## src/rtl/spk_pkg.sv

```systemverilog
package spk_pkg;

    localparam int PIX_W  = 10;
    localparam int NAR_W  = PIX_W - 2;
    localparam int PKT_W  = PIX_W + 2;
    localparam int LOOK   = 4;
    localparam int CW     = $clog2(LOOK + 1);
    localparam int BCW    = $clog2(PKT_W);

    localparam logic [PIX_W-1:0] CODE_IDLE  = '0;
    localparam logic [PIX_W-1:0] CODE_SOL   = PIX_W'(1);
    localparam logic [PIX_W-1:0] CODE_EOL   = PIX_W'(2);
    localparam logic [PIX_W-1:0] CODE_EOF   = PIX_W'(3);
    localparam logic [PIX_W-1:0] CODE_MAX   = '1;
    localparam logic [PIX_W-1:0] PIX_FLOOR  = PIX_W'(4);
    localparam logic [NAR_W-1:0] NAR_FLOOR  = NAR_W'(4);

    typedef struct packed {
        logic             lv;
        logic             fv;
        logic [PIX_W-1:0] pix;
    } samp_t;

    typedef struct packed {
        logic             lv;
        logic             fv;
        logic             is_code;
        logic [PIX_W-1:0] val;
    } sym_t;

    function automatic logic [PIX_W-1:0] floor_pix(input logic [PIX_W-1:0] v);
        return (v < PIX_FLOOR) ? PIX_FLOOR : v;
    endfunction

    function automatic logic [PIX_W-1:0] opening_code(input int idx, input logic first);
        if (!first) return CODE_SOL;
        case (idx)
            0, 2:    return CODE_MAX;
            1:       return CODE_IDLE;
            default: return CODE_SOL;
        endcase
    endfunction

    function automatic logic [PKT_W-1:0] build_packet(input sym_t s, input logic wide);
        logic [NAR_W-1:0] nar;
        if (s.is_code)
            nar = (s.val == CODE_MAX) ? '1 : s.val[NAR_W-1:0];
        else
            nar = (s.val[PIX_W-1:2] < NAR_FLOOR) ? NAR_FLOOR : s.val[PIX_W-1:2];
        if (wide)
            return {1'b0, s.val, 1'b1};
        return {1'b0, s.fv, s.lv, nar, 1'b1};
    endfunction

endpackage

```

## src/rtl/spk_lookahead.sv

```systemverilog
module spk_lookahead
    import spk_pkg::*;
(
    input  logic                clk,
    input  logic                rst,
    input  logic                pix_en,
    input  samp_t               din,
    output samp_t [LOOK-1:0]    taps
);

    genvar g;
    generate
        for (g = 0; g < LOOK; g++) begin : g_stage
            samp_t nxt;
            if (g == LOOK - 1) begin : g_last
                assign nxt = din;
            end else begin : g_mid
                assign nxt = taps[g+1];
            end
            always_ff @(posedge clk) begin
                if (rst)
                    taps[g] <= '0;
                else if (pix_en)
                    taps[g] <= nxt;
            end
        end
    endgenerate

endmodule

```

## src/rtl/spk_sequencer.sv

```systemverilog
module spk_sequencer
    import spk_pkg::*;
(
    input  logic                clk,
    input  logic                rst,
    input  logic                pix_en,
    input  samp_t               din,
    input  samp_t [LOOK-1:0]    taps,
    output sym_t                sym_q,
    output logic                sync_err
);

    samp_t [LOOK:0] win;
    logic           found;
    logic [CW-1:0]  start_k;
    logic [CW-1:0]  need;
    logic [CW-1:0]  pre_cnt;
    logic           first_now;
    logic           emit_pre;
    logic           prev_lv;
    logic           seen_line;
    logic           line_start;
    sym_t           nxt;

    always_comb begin
        win     = {din, taps};
        found   = 1'b0;
        start_k = '0;
        for (int k = 1; k <= LOOK; k++) begin
            if (!found && win[k].lv) begin
                found   = 1'b1;
                start_k = CW'(k);
            end
        end
        first_now   = !seen_line || !win[0].fv;
        need        = first_now ? CW'(LOOK) : CW'(1);
        emit_pre    = 1'b0;
        nxt.lv      = win[0].lv;
        nxt.fv      = win[0].fv;
        nxt.is_code = 1'b1;
        nxt.val     = CODE_IDLE;
        if (win[0].lv) begin
            nxt.is_code = 1'b0;
            nxt.val     = floor_pix(win[0].pix);
        end else if (prev_lv) begin
            nxt.val = win[0].fv ? CODE_EOL : CODE_EOF;
        end else if (found && start_k <= need) begin
            emit_pre = 1'b1;
            nxt.val  = opening_code(int'(need - start_k), first_now);
        end
    end

    assign line_start = win[0].lv && !prev_lv;

    always_ff @(posedge clk) begin
        if (rst) begin
            sym_q     <= '{lv: 1'b0, fv: 1'b0, is_code: 1'b1, val: CODE_IDLE};
            prev_lv   <= 1'b0;
            pre_cnt   <= '0;
            seen_line <= 1'b0;
            sync_err  <= 1'b0;
        end else if (pix_en) begin
            sym_q     <= nxt;
            prev_lv   <= win[0].lv;
            pre_cnt   <= emit_pre ? pre_cnt + CW'(1) : '0;
            if (!win[0].fv)
                seen_line <= 1'b0;
            else if (line_start)
                seen_line <= 1'b1;
            if (line_start && pre_cnt != need)
                sync_err <= 1'b1;
        end
    end

    assert_pixel_floor_R4: assert property (@(posedge clk) disable iff (rst)
        !sym_q.is_code |-> sym_q.val >= PIX_FLOOR);

    assert_line_close_R7: assert property (@(posedge clk) disable iff (rst)
        (pix_en && prev_lv && !win[0].lv) |=>
        (sym_q.is_code && (sym_q.val == CODE_EOL || sym_q.val == CODE_EOF)));

    assert_err_sticky_R9: assert property (@(posedge clk) disable iff (rst)
        sync_err |=> sync_err);

endmodule

```

## src/rtl/spk_serializer.sv

```systemverilog
module spk_serializer
    import spk_pkg::*;
(
    input  logic    clk,
    input  logic    rst,
    input  logic    bit_en,
    input  logic    wide_mode,
    input  sym_t    sym,
    output logic    ser_out,
    output logic    packet_start
);

    logic [BCW-1:0]   cnt;
    logic [PKT_W-2:0] shreg;
    logic [PKT_W-1:0] pkt;

    assign pkt = build_packet(sym, wide_mode);

    always_ff @(posedge clk) begin
        if (rst) begin
            cnt          <= '0;
            shreg        <= '0;
            ser_out      <= 1'b0;
            packet_start <= 1'b0;
        end else begin
            packet_start <= 1'b0;
            if (bit_en) begin
                if (cnt == '0) begin
                    ser_out      <= pkt[0];
                    shreg        <= pkt[PKT_W-1:1];
                    packet_start <= 1'b1;
                end else begin
                    ser_out <= shreg[0];
                    shreg   <= {1'b0, shreg[PKT_W-2:1]};
                end
                cnt <= (cnt == BCW'(PKT_W - 1)) ? '0 : cnt + BCW'(1);
            end
        end
    end

    assert_start_bit_R1: assert property (@(posedge clk) disable iff (rst)
        packet_start |-> ser_out);

    assert_stop_bit_R1: assert property (@(posedge clk) disable iff (rst)
        (bit_en && cnt == BCW'(PKT_W - 1)) |=> !ser_out);

    assert_strobe_single_R1: assert property (@(posedge clk) disable iff (rst)
        packet_start |=> !packet_start);

endmodule

```

## src/rtl/sync_packetizer.sv

```systemverilog
module sync_packetizer
    import spk_pkg::*;
(
    input  logic             clk,
    input  logic             rst,
    input  logic             pix_en,
    input  logic             bit_en,
    input  logic             wide_mode,
    input  logic [PIX_W-1:0] pix_in,
    input  logic             line_valid,
    input  logic             frame_valid,
    output logic             ser_out,
    output logic             packet_start,
    output logic             sync_err
);

    samp_t            din;
    samp_t [LOOK-1:0] taps;
    sym_t             sym;

    assign din = '{lv: line_valid, fv: frame_valid, pix: pix_in};

    spk_lookahead u_look (
        .clk    (clk),
        .rst    (rst),
        .pix_en (pix_en),
        .din    (din),
        .taps   (taps)
    );

    spk_sequencer u_seq (
        .clk      (clk),
        .rst      (rst),
        .pix_en   (pix_en),
        .din      (din),
        .taps     (taps),
        .sym_q    (sym),
        .sync_err (sync_err)
    );

    spk_serializer u_ser (
        .clk          (clk),
        .rst          (rst),
        .bit_en       (bit_en),
        .wide_mode    (wide_mode),
        .sym          (sym),
        .ser_out      (ser_out),
        .packet_start (packet_start)
    );

endmodule

```

## config.mk

```make
export PLATFORM = sky130hd
export DESIGN_NAME = sync_packetizer
export DESIGN_NICKNAME = d
export VERILOG_FILES = /design/src/rtl/spk_pkg.sv /design/src/rtl/spk_lookahead.sv /design/src/rtl/spk_sequencer.sv /design/src/rtl/spk_serializer.sv /design/src/rtl/sync_packetizer.sv
export SDC_FILE = /design/constraint.sdc
export NUM_CORES = 1
export LEC_CHECK = 0
export BUFFER_PORTS_ARGS = -buffer_cell sky130_fd_sc_hd__buf_2
export CORE_UTILIZATION = 51
export CTS_CLUSTER_DIAMETER = 50
export DETAILED_ROUTE_END_ITERATION = 8
export GPL_ROUTABILITY_DRIVEN = 0
export PLACE_DENSITY = 0.78
export SYNTH_ARGS = -nofsm -noshare
export SYNTH_HDL_FRONTEND = slang
export SYNTH_SLANG_ARGS = --single-unit
```

## constraint.sdc

```tcl
create_clock -name clk -period 5.3 [get_ports clk]
set_input_delay 1.06 -clock clk [delete_from_list [all_inputs] [get_ports clk]]
set_output_delay 1.06 -clock clk [all_outputs]
set_load 0.02 [all_outputs]
```

# Word-level counts from Yosys, hierarchy flattened
# Cells that the tools add are included.
# word_totals
inputBits,17
ff_bits,83
# op_classes
eq_ne,6
bitwise_logic,1
n_mux,38
n_lt_le_gt_ge,3
n_addsub,3
n_reduce_logical,19
# op_table
operator,n
10-bit two-way mux,6
"32-bit by 1-bit == test with 1-bit output, second input constant",1
"32-bit by 2-bit == test with 1-bit output, second input constant",1
32-bit zero test,1
12-bit two-way mux,2
8-bit two-way mux,3
10-bit one-hot mux with 2 select lines,1
1-bit two-way mux,19
11-bit two-way mux,1
"10-bit == test, second input constant",1
"10-bit by 3-bit less-than comparator with 1-bit output, second input constant",1
3-bit two-way mux,3
"8-bit by 3-bit less-than comparator with 1-bit output, second input constant",1
1-bit logical AND,6
1-bit zero test,6
"4-bit by 1-bit adder with 4-bit output, second input constant",1
"4-bit == test, second input constant",1
4-bit zero test,1
2-bit two-way mux,2
4-bit two-way mux,1
2-bit AND reduction,2
2-bit OR reduction,2
3-bit by 3-bit subtractor with 4-bit output,1
"3-bit by 1-bit adder with 3-bit output, second input constant",1
5 further kinds,5

# Longest topological paths before layout
# Gate-level depths: netlist of run 1.
# depth
ltp_word,19
depth_mapped,12
mapped_depth_nobuf,11

# Cells and area by module
# Synthesis of run 1 repeated with hierarchy kept, for this count alone.
# hier_totals
cells_unflattened,380
hier_area_um2,3603.5
# by_module_without_submodules
mod,cells_per_inst,area_per_inst_um2,n_inst
spk_lookahead,155,1729.2,1
spk_sequencer,124,1021.0,1
spk_serializer,101,853.3,1

# Least setup slack after synthesis of run 1
# Ideal clock, no wire load.
# synth_timing
path_kind,in2reg
from,in line_valid
to,reg u_seq.sym_q[4] (netlist name)
required_ps,5212
setup_time_ps,88
cell_stages,8
t_arrival_ps,2995
setup_slack_ps,2217
n_path_buf,1
cell_sequence,nor4b_1 inv_1 ha_1 nor2b_1 o211ai_1 or4b_1 buf_6 a311oi_2
# synth_via
elab_chain_cells,10
# synth_rtl
item,line,rtl
"start, declared",sync_packetizer.sv:10,"input logic line_valid,"
1-bit logical AND (*),spk_sequencer.sv:30,if (!found && win[k].lv) begin
3-bit two-way mux,spk_sequencer.sv:30,
3-bit by 3-bit subtractor with 4-bit output,spk_sequencer.sv:49,"nxt.val = opening_code(int'(need - start_k), first_now);"
32-bit by 2-bit == test with 1-bit output or 32-bit zero test (tied branches),spk_pkg.sv:37,case (idx)
2-bit OR reduction,spk_pkg.sv:37,
10-bit one-hot mux with 2 select lines,spk_pkg.sv:37,
10-bit two-way mux,spk_pkg.sv:37,
10-bit two-way mux (*),spk_sequencer.sv:47,end else if (found && start_k <= need) begin
10-bit two-way mux (*),spk_sequencer.sv:45,end else if (prev_lv) begin
10-bit two-way mux (*),spk_sequencer.sv:42,if (win[0].lv) begin
"end signal, assigned",spk_sequencer.sv:57,"sym_q <= '{lv: 1'b0, fv: 1'b0, is_code: 1'b1, val: CODE_IDLE};"
"end signal, assigned",spk_sequencer.sv:63,sym_q <= nxt;
"end, declared",spk_sequencer.sv:9,"output sym_t sym_q,"
# Mark *: on every way between the ends. The rest lies on a longest branch, timed or not.
# A chain may end at the register's enable or synchronous reset.

# Worst setup path after layout of run 1
# layout_timing
from,in line_valid
to,reg u_seq.sym_q[6] (netlist name)
# Same word-level chain as after synthesis.

==> results of run 1 <==
-- per-stage QoR --
stage,instances,utilization,setup slack [ps],area [um2]
2_1_floorplan,390,-,2220,3590
3_3_place_gp,484,0.547,1890,3720
3_5_place_dp,484,0.547,1800,3720
4_1_cts,500,0.571,2170,3880
5_1_grt,500,0.571,1970,3880
6_report,500,0.571,2190,3880
-- where the power goes --
group          switching, mW  internal, mW  leakage [nW]  total, mW
logic                 0.0772        0.0567         0.853      0.134
registers             0.0211         0.642         0.669      0.664
clock network          0.217         0.169        0.0831      0.386
-- synth_stat cells, types with 3 or more instances --
master	instances
inv_1	13
a311oi_2	8
a21oi_1	11
mux2i_1	51
dfxtp_1	82
o211ai_1	5
clkbuf_1	9
buf_1	6
ha_1	6
a311o_1	3
nor2_1	81
buf_2	6
nand3_1	4
o21ai_1	4
a211oi_1	3
or4_1	3
nand2_1	33
nand2b_1	8
nor2b_1	3
o21ai_0	11
a31oi_1	3
-- final timing paths --
check | to | depth (start not counted) | startpoint
setup / recovery | u_seq.sym_q[6] | 8 | line_valid
setup reg to reg | u_seq.sym_q[6] | 10 | u_look.taps[10]
hold reg to reg | u_seq.sync_err | 2 | u_seq.sync_err
hold / removal | u_seq.sync_err | 2 | u_seq.sync_err
-- cell usage in the layout, fill, tap and decap left out, types with 3 or more instances in the layout --
| master | instances |
|---|---|
| nor2b_1 | 3 |
| o21ai_1 | 4 |
| a311oi_2 | 8 |
| mux2i_1 | 51 |
| nand2_1 | 33 |
| a211oi_1 | 3 |
| dfxtp_1 | 82 |
| nand2b_1 | 8 |
| buf_2 | 18 |
| nor2_1 | 81 |
| o21ai_0 | 11 |
| clkbuf_8 | 9 |
| a311o_1 | 3 |
| ha_1 | 6 |
| a21oi_1 | 11 |
| clkinv_2 | 3 |
| o211ai_1 | 5 |
| a31oi_1 | 3 |
| or4_1 | 3 |
| nand3_1 | 4 |
| inv_1 | 13 |
-- cells by family after synthesis --
group / count (synthesis) / share of synthesized area
AND/OR/NAND/NOR: 148 / 0.186
adder cells (fa/ha/maj): 7 / 0.0265
buffers and inverters: 35 / 0.0408
AO/OA/AOI/OAI: 66 / 0.144
multiplexers: 52 / 0.145
flip-flops: 82 / 0.457
-- state kept, by name, summed over array words and instances (netlist names) --
signal and cells:
u_seq.sym_q 12, u_look.taps 48, u_seq.pre_cnt 3, u_seq.seen_line 1, u_ser.packet_start 1, u_seq.sync_err 1, u_ser.shreg 10, u_ser.cnt 4
u_ser.ser_out 1, u_seq.prev_lv 1
-- critical path, delay by kind of cell --
| family | cells | cell delay (ps) |
|---|---|---|
| AND/OR/NAND/NOR | 3 | 1350 |
| AO/OA/AOI/OAI | 2 | 440 |
| adder cells (fa/ha/maj) | 1 | 340 |
| buffers and inverters | 2 | 190 |
-- final cells by class --
cell class,instances,area [um2]
tap,96,120
clock buffer,11,131
multi-input combinational,273,1800
sequential,82,1640
clock inverter,5,31.3
inverter,13,48.8
timing repair buffer,20,105
fill,597,2910
-- metal layers --
| metal | GRT usage | routed length (um) |
|---|---|---|
| met1 | 0.233 | 3260 |
| met2 | 0.303 | 2920 |
| met3 | 0.0462 | 194 |
| met4 | 0.0848 | 86 |
| met5 | 0 | 0 |
==> results.cfg, run 1 <==
[cts]
cts_tree = done
clk_root_buffer_cell = clkbuf_8
clk_latency_ps = 340
cts_setup_buffers = 0
ctsResizeCount = 0
cts_sinks = 82
ctsHoldBuffers = 0
cts.path.max_buffers = 2
cts_htree_levels = 3
cts-buffers-inserted = 9
path_clk_slew_ps = 80

[floorplan]
die_h_um = 85.9
die_w_um = 85.9
dieArea_um2 = 7380
core_um2 = 6790
io_pins = 20
start_util = 0.528
num_rows = 30

[setup_path]
critPathMaxStageDelay_ps = 760
critPathLaunchType = input port
slowest_stage = or4b_1
critical_path.max_fanout = 8
r2r_slack_ps = 2360
crit_arrival_ps = 3370
worstSetupEndpointType = flip-flop
worstPathRequired_ps = 5560
cp_cell_sequence = buf_2 > nor4b_1 > inv_1 > ha_1 > nor2b_1 > o211ai_1 > or4b_1 > a311oi_2
path_class = in -> reg

[routing]
drt-initial-drc-count = 110
vias = 2681
wire_per_inst_um = 12.9
ant_nets = 0
drcViolationCount = 0
via_per_inst = 5.36
dr.pass1.iters = 4
routed_wl_um = 6460

[run]
cap_violations = 0

[yosys]
syn_nets = 414
synth-edff-count = 0
postSynthCellCount = 390
ys_ff_latch = 82
synth-main-ff-cell = dfxtp_1
synth_top_area_cell = dfxtp_1
ys_seq_area_frac = 0.457
syn-mean-instance-area_um2 = 9.20
yosysWarnings = 0
synth_area_leaders = dfxtp_1, mux2i_1, nor2_1
ys_async_sr_fraction = 0
synth_top_area_frac = 0.457
syn-cell-area_um2 = 3590
synth_cell_types = 49

[timing]
setup_viol = 0
hold_viol = 0
period_minus_slack_ps = 3110
fmax_mhz = 322
fin_crit_sh = 0.586
tightest_slew_ps = 1050
slew_headroom = 0.303
setup_tns_ps = 0
rsz0062_at_grt = no
fin_skew_ps = 5.61
slew_violations = 0
holdWs_ps = 446

[global_route]
track_usage = 0.186
grt_pass1_wl_um = 11000
antenna_found_initial = 0
grt_overflow = 0
grt_max_degree = 75
grt_pass1_vias = 2506

[pwr]
p_total_mw = 1.18
p_per_area_nw_per_um2 = 305
vdd_drop_max_uv = 207
power.leakage_nw = 1.60

[placement]
hpwl_um = 4160
portBuffers = 19

[finish]
drive_above_1_share = 0.124
diodes = 0
layout.nets = 423
synthToLayoutAreaGrowth_pct = 8.09

[hold_path]
hp-class = reg -> reg

[status]
status = completed
No activity file was read; power rests on OpenSTA's default activity.
==> run 2: changes to the inputs <==
- clock period: 5.3 -> 2.91 ns (I/O delays scaled with it)
==> run 2 against run 1 <==
Compared with the run above: setup slack lost 2000 ps; largest cell class unchanged; final cell count grew 0.80%; power grew 100%; worst hold slack gained 8.9 ps; sequential share of layout area shrank 1.1 points; combinational power grew 91%; clock power grew 140%; register-to-register slack lost 2200 ps; core utilization grew 1.7 points; routed wire length grew 0.57%; clock skew grew 4.5 ps; via count shrank 0.86%.
==> results.cfg, run 2 (same netlist as run 1, synthesis figures left out) <==
[timing]
rsz0062_at_grt = no
tightest_slew_ps = 629
period_minus_slack_ps = 2740
fin_skew_ps = 10.1
setup_slack_ps = 172
slew_violations = 0
slew_headroom = 0.575
fin_crit_sh = 0.941
hold_viol = 0
setup_tns_ps = 0
fmax_mhz = 365
setup_viol = 0

[routing]
wire_per_inst_um = 12.9
ant_nets = 0
routed_wl_um = 6500
via_per_inst = 5.27
drt-initial-drc-count = 156
vias = 2658
drcViolationCount = 0
dr.pass1.iters = 4

[finish]
diodes = 0
seq_area_um2 = 1640
largest_reg_flops = 48
largest_registers = u_look.taps: 48 flops, u_seq.sym_q: 12 flops, u_ser.shreg: 10 flops
largest-register = u_look.taps
drive_above_1_share = 0.142
final_common_cell = nor2_1
layout.nets = 427
fill_cells = 581
final_core_util = 0.588
synthToLayoutAreaGrowth_pct = 11.2
multi_input_area_um2 = 1810
mostFrequentLayoutCells = nor2_1, dfxtp_1, mux2i_1

[floorplan]
die_w_um = 85.9
die_h_um = 85.9
core_um2 = 6790
dieArea_um2 = 7380
start_util = 0.528
io_pins = 20
num_rows = 30

[status]
status = completed

[setup_path]
critPathLaunchType = flip-flop
crit_arrival_ps = 3000
critical_path.max_fanout = 8
worstPathRequired_ps = 3170
worstSetupEndpointType = flip-flop
path_class = reg -> reg

[global_route]
grt_pass1_wl_um = 11400
grt_overflow = 0
grt_max_degree = 44
antenna_found_initial = 0
grt_pass1_vias = 2516
track_usage = 0.195

[pwr]
switching_share = 0.250
p_comb_frac = 0.107
switchingPower_mw = 0.597
p_per_area_nw_per_um2 = 598
vdd_drop_max_uv = 469
seq_power_share = 0.506
clock_power_share = 0.387
p_int_mw = 1.79
power.leakage_nw = 1.66

[cts]
cts_sinks = 82
cts.path.max_buffers = 2
cts_tree = done
path_clk_slew_ps = 80
cts_htree_levels = 3
cts-buffers-inserted = 9
cts_setup_buffers = 0
clk_latency_ps = 350
clk_root_buffer_cell = clkbuf_8
ctsHoldBuffers = 0

[run]
cap_violations = 0

[hold_path]
hp-class = reg -> reg

[placement]
hpwl_um = 4290
post-place-ws_ps = -149
portBuffers = 19
-- run 2: cell count changes in the layout (fill, tap and decap cells not counted), moves of 2 or more --
cell / change
buf_4: +3
bufinv_16: +2
dfxtp_1: -2
dfxtp_2: +2
clkinv_2: -3
-- run 2: worst paths after layout --
path | from | to | slack (ps) | depth (start not counted)
hold reg to reg | u_seq.sync_err | u_seq.sync_err | 450 | 2
setup reg to reg | u_look.taps[35] | u_seq.sym_q[2] | 170 | 10
setup / recovery | u_look.taps[35] | u_seq.sym_q[2] | 170 | 10
hold / removal | u_seq.sync_err | u_seq.sync_err | 450 | 2
-- run 2: through the flow --
| stage | area, um2 | cells | total power [mW] | hold WS, ps |
|---|---|---|---|---|
| after floorplan | 3590 | 390 | 1.42 | 443 |
| after global placement | 3760 | 488 | 1.48 | 438 |
| after detailed placement | 3760 | 488 | 1.49 | 441 |
| after CTS | 3990 | 504 | 2.41 | 447 |
| after global routing | 3990 | 504 | 2.50 | 444 |
| final | 3990 | 504 | 2.39 | 455 |
-- run 2: layer usage --
metal  share of wire  vias up  global-route usage
li1                -     1391                   -
met1            0.52     1211               0.254
met2            0.44       46               0.310
met3           0.030       10              0.0385
met4           0.019        0              0.0955
met5               0        -                   0
-- run 2: power by group through the flow --
stage	logic (mW)	registers [mW]	clock network [mW]
2_1_floorplan	0.199	1.23	0
3_3_place_gp	0.244	1.23	0
3_5_place_dp	0.253	1.23	0
4_1_cts	0.255	1.21	0.944
5_1_grt	0.288	1.22	0.999
6_report	0.256	1.21	0.926
-- run 2: final cells by class --
type,count,area share
multi-input cells,273,0.452
well taps,96,0.0301
repair buffers,24,0.0370
inverters,13,0.0122
clock buffers,11,0.0354
clock inverters,5,0.0213
flip-flops and latches,82,0.412
-- run 2: worst max-delay path, stage by stage, from the launching register on --
cell      delay, ps
dfxtp_2         380
inv_1            50
a21o_2          200
ha_1            190
inv_1            60
ha_1            130
inv_1            50
fa_1            490
o211ai_1        150
or4b_4          660
a311oi_2        270
-- run 2: repair_timing --
| action | 4_1_cts | 5_1_grt |
|---|---|---|
| pin swaps | 0 | 0 |
| resized for setup | 1 | 2 |
| setup endpoints to repair | 8 | 5 |
